[src/rtl/dma_prio_arbiter.sv]
module dma_prio_arbiter #(
  parameter int NCH = 16,
  parameter int PW  = 4,
  localparam int CW = $clog2(NCH)
) (
  input  logic              clk,
  input  logic              rst_n,
  input  logic [NCH-1:0]    req,
  input  logic [NCH*PW-1:0] prio,
  input  logic [NCH-1:0]    desc_bad,
  input  logic              eng_done,
  input  logic              err_clr,
  output logic              gnt_valid,
  output logic [CW-1:0]     gnt_ch,
  output logic              err_valid,
  output logic [CW-1:0]     err_ch,
  output logic              err_prio,
  output logic              err_irq
);

  logic          found;
  logic [PW-1:0] best;
  logic [CW-1:0] win;
  logic          dup;
  logic          arb_fire;
  logic          new_err;

  always_comb begin
    found = 1'b0;
    best  = '0;
    win   = '0;
    for (int i = 0; i < NCH; i++) begin
      if (req[i] && (!found || prio[i*PW +: PW] > best)) begin
        found = 1'b1;
        best  = prio[i*PW +: PW];
        win   = CW'(i);
      end
    end
  end

  always_comb begin
    dup = 1'b0;
    for (int i = 0; i < NCH; i++)
      for (int j = i + 1; j < NCH; j++)
        if (prio[i*PW +: PW] == prio[j*PW +: PW]) dup = 1'b1;
  end

  assign arb_fire = !gnt_valid && found;
  assign new_err  = arb_fire && (dup || desc_bad[win]);
  assign err_irq  = err_valid;

  always_ff @(posedge clk or negedge rst_n) begin
    if (!rst_n) begin
      gnt_valid <= 1'b0;
      gnt_ch    <= '0;
    end else if (arb_fire) begin
      gnt_valid <= 1'b1;
      gnt_ch    <= win;
    end else if (gnt_valid && eng_done) begin
      gnt_valid <= 1'b0;
    end
  end

  always_ff @(posedge clk or negedge rst_n) begin
    if (!rst_n) begin
      err_valid <= 1'b0;
      err_ch    <= '0;
      err_prio  <= 1'b0;
    end else if (new_err) begin
      err_valid <= 1'b1;
      err_ch    <= win;
      err_prio  <= (err_prio && !err_clr) || dup;
    end else if (err_clr) begin
      err_valid <= 1'b0;
      err_prio  <= 1'b0;
    end
  end

  AST_GRANT_FOLLOWS_REQ: assert property (@(posedge clk) disable iff (!rst_n)
    (!gnt_valid && |req) |=> gnt_valid);
  AST_GRANT_HELD: assert property (@(posedge clk) disable iff (!rst_n)
    (gnt_valid && !eng_done) |=> (gnt_valid && $stable(gnt_ch)));
  AST_DONE_RELEASES: assert property (@(posedge clk) disable iff (!rst_n)
    (gnt_valid && eng_done) |=> !gnt_valid);
  AST_NO_REQ_NO_GRANT: assert property (@(posedge clk) disable iff (!rst_n)
    (!gnt_valid && req == '0) |=> !gnt_valid);
  AST_PRIO_NEEDS_VALID: assert property (@(posedge clk) disable iff (!rst_n)
    err_prio |-> err_valid);
  AST_CLEAR_WORKS: assert property (@(posedge clk) disable iff (!rst_n)
    (err_clr && !new_err) |=> (!err_valid && !err_prio));

endmodule

[config.mk]
export PLATFORM = sky130hd
export DESIGN_NAME = dma_prio_arbiter
export DESIGN_NICKNAME = d
export VERILOG_FILES = /design/src/rtl/dma_prio_arbiter.sv
export SDC_FILE = /design/constraint.sdc
export NUM_CORES = 1
export LEC_CHECK = 0
export ABC_AREA = 1
export BUFFER_PORTS_ARGS = -buffer_cell sky130_fd_sc_hd__buf_2
export CAP_MARGIN = 20
export CORE_MARGIN = 1
export CORE_UTILIZATION = 48
export CTS_CLUSTER_DIAMETER = 200
export DETAILED_ROUTE_END_ITERATION = 6
export GPL_ROUTABILITY_DRIVEN = 0
export PLACE_DENSITY = 0.68
export SYNTH_ARGS = -nofsm -noshare
export SYNTH_HDL_FRONTEND = slang
export SYNTH_SLANG_ARGS = --single-unit
[constraint.sdc]
create_clock -name clk -period 1.6 [get_ports clk]
set_input_delay 0.24 -clock clk [delete_from_list [all_inputs] [get_ports clk]]
set_output_delay 0.24 -clock clk [all_outputs]
set_load 0.02 [all_outputs]
==> metrics.md <==
| Metric | Value |
|---|---|
| Run status | finished, violations left |
| Violated checks | negative setup slack |
| Max Cap Viol | 0 |
| Share of layout cells above drive strength 1 | 0.364 |
| Yosys top cell by area | xnor2_1 |
| Max-slew violations | 0 |
| Worst slew margin | 0.545 |
| Power density over cell area | 2430 mW/mm^2 |
| Worst EP required | 1710 ps |
| Critical Path Sink Type | flip-flop |
| WL final | 39000 microns |
| Cells after DPL | 1966 |
| Static Leak | between 6 and 7 nW |
| Synth Area in XOR/XNOR | 0.419 |
| Largest family of logic cells by synthesized area | XOR/XNOR gates |
| Die Ht | 143 microns |
| Number of synthesized register bits | 11 |
| Int Power | 0.0164 W |
| Synth-to-layout area growth | 40.7% |
| Syn_nets | 1608 |
| WP data arrival | 16650 ps |
| Unrepaired setup endpoints after global routing | true |
| Hold EP | gnt_valid |
| Psw | between 0.015 and 0.02 W |
| GR Overflow Total | 0 |
| Critical Path Slowest Stage Cell | ha_1 |
| Layout Nets | 1956 |
| FF-to-FF End | err_ch[1] |
| DR vias/cell | 5.82 |
| Top cell by count, worst path | nand2_1 |
| Die Area | 0.0204 sq mm |
| Peak VDD IR | roughly 2.3 mV |
| Slowest cell delay on critical path | 330 ps |
| Clock Power Share | 0.014 |
| Register area share after synthesis | 0.0289 |
| CTS sink cnt | 11 |
| Die width | 143 microns |
| Worst Hold Depth | 2 |
| Row cnt | 51 |
| Register-to-register path setup slack | 320 ps |
| Top cell type's share of synthesized area | 0.384 |
| Cell Area, Synth | about 0.0095 sq mm |
| Place WS | -15140 ps |
| Synth area leaders | xnor2_1 (38%), nand4_1 (11%), nand2_1 (7.3%), ha_1 (6.8%), nand3_1 (4.7%) |
| Mux contribution to synthesized area | 0 |
| CTS root buf | clkbuf_16 |
| # fillers | 1540 |
| Worst Hold Class | in2reg |
| Post-synth EDFFs | 0 |
| IO buf count | 111 |
| GR Util All Layers | 0.366 |
| Largest net degree at the start of global routing | 18 |
| Upper clock frequency limit | 60.5 MHz |
| Predominant post-synthesis flop cell | dfrtp_1 |
| Worst R2R Start | gnt_valid |
| Via count | about 12000 |
| CTS buffer count | 3 |
| Post-synthesis cell type count | 41 |
| Compound-Gate Fraction of Synth Area | 0.0605 |
| Drc violations | 0 |
| DRT iter0 DRCs | 1206 |
| Core Box Area | 0.0195 sq mm |
| DR pass1 iterations | 6 |
| Post-route setup slack | -14940 ps |
| Initial Utilization | 0.490 |
| Crit Path Category | in2reg |
| Fin crit period | 16540 ps |
| Dpl hpwl | approximately 26000 microns |
| Final hold vios | 0 |
| Final setup viols | 11 |
| Wirelength per Cell | roughly 19 microns |
| Fraction of power spent switching nets | 0.498 |
| Initial antenna violation count | 1 |
| Post-synth ARST share | 1.00 |
| CTS tree | built |
| Synth Area in Simple Gates | 0.315 |
| Total number of yosys warnings | 0 |
| Syn Area/Cell | 6.55 sq um |
| Seq pwr share | 0.016 |
| Post-synthesis cell count | 1456 |
| Gate power share | 0.970 |
| CP max FO | 8 |
| Htree depth | 1 |
| Reg2reg path depth | 6 |
| Actual slew at the worst max-slew pin | 674 ps |
| Startpoint class of the critical path | primary input |
| Fin crit share | 10.3 |
| Hold Crit Start | eng_done |
| Most common cell in the synthesized netlist | xnor2_1 |
| First-pass GRT wire length | 58900 microns |
| Synth Area in Adders | 0.0683 |
| Top cells by count, synth | xnor2_1 (418), nand2_1 (185), nand4_1 (166) |
| Routed Antenna Nets | 0 |
| Vias in the first global route | 11400 |
| Maximum buffer depth of the clock tree | 2 |
| Clock edge transition at the registers on the reported setup and hold paths | 40 ps |
| Clk_skew | 1.09 ps |
| Io pins | 112 |
| Worst-Skew Late Latency | 230 ps |
| Final cell count without fillers | 2069 |
==> flip-flops by register name, indices dropped and copies added, names as in the netlist <==
name	flops
err_prio	1
gnt_ch	4
gnt_valid	1
err_ch	4
err_irq	1
==> through the flow <==
stage	util	hold slack [ps]	setup TNS [ps]	area, sq um	total power [W]
2_1_floorplan	-	-55.6	-125220	9730	0.0157
3_3_place_gp	0.619	117	-136170	12000	0.0234
3_5_place_dp	0.619	115	-141240	12000	0.0240
4_1_cts	0.670	170	-132900	13000	0.0290
5_1_grt	0.689	160	-152880	13400	0.0355
6_report	0.689	176	-141030	13400	0.0326
==> worst max-delay path, delay by kind of cell <==
family                   cells  cell delay, ps
AND/OR/NAND/NOR             82            6870
buffers and inverters       25            2090
adder cells (fa/ha/maj)     14            4040
AO/OA/AOI/OAI               32            3350
==> how the worst max path moves through the flow <==
stage,from,cells past startpoint,slack [ps],endpoint
6_report,req[0],153,-14940,err_ch[1]
2_1_floorplan,prio[1],165,-13930,err_ch[2]
3_3_place_gp,req[0],145,-14570,err_ch[0]
5_1_grt,req[0],156,-16210,err_ch[2]
4_1_cts,req[0],156,-14080,err_ch[0]
3_5_place_dp,req[0],151,-15140,err_ch[0]
==> per-layer routing <==
layer | track usage | routed length (microns) | vias to the layer above
met5 | 0 | 0 | -
met4 | 0.200 | 2550 | 0
met3 | 0.0627 | 4270 | 228
met2 | 0.623 | 17700 | 830
met1 | 0.436 | 14500 | 5494
li1 | - | - | 5486
==> what timing repair did <==
action | 4_1_cts | 5_1_grt
pin swaps | 89 | 55
endpoints found under the setup margin | 11 | 11
resized for setup | 89 | 55
hold buffers | 1 | 0
hold endpoints to repair | 11 | 0
buffers inserted | 74 | 21
cloned | 2 | 1
==> layout make-up <==
cell class | count | area (sq um) | area share
tap | 265 | 332 | 0.0247
inverter | 125 | 480 | 0.0358
timing repair buffer | 474 | 3390 | 0.253
clock buffer | 4 | 78.8 | 0.00588
multi-input combinational | 1189 | 8850 | 0.660
sequential | 11 | 275 | 0.0205
antenna | 1 | 2.50 | 0.000187
==> power by group through the flow <==
stage	Sequential [W]	Combinational (W)	Clock, W
2_1_floorplan	0.000703	0.0150	0
3_3_place_gp	0.000531	0.0229	0
3_5_place_dp	0.000527	0.0235	0
4_1_cts	0.000527	0.0280	0.000447
5_1_grt	0.000549	0.0345	0.000473
6_report	0.000531	0.0316	0.000443
==> cell families (layout without fill, tap and decap cells) <==
group | count (synthesis) | count (layout)
flip-flops | 11 | 11
adder cells (fa/ha/maj) | 52 | 52
AO/OA/AOI/OAI | 102 | 102
buffers and inverters | 259 | 603
XOR/XNOR | 456 | 456
other | 0 | 1
AND/OR/NAND/NOR | 576 | 579
==> cell usage in the layout, fill, tap and decap left out, drive strengths merged, types with 2 or more instances in the layout <==
cell type and count:
nor4 14, nand2 226, nand3b 2, xnor2 418, a21oi 20, dfrtp 11, nand3 96, o41ai 4
xor2 38, inv 124, or2 7, and2 2, buf 473, a31oi 3, o21bai 11, o21ai 59
clkbuf 4, nand4 166, ha 52, nor2 46, nor3 19
(Power assumes the default switching activity.)
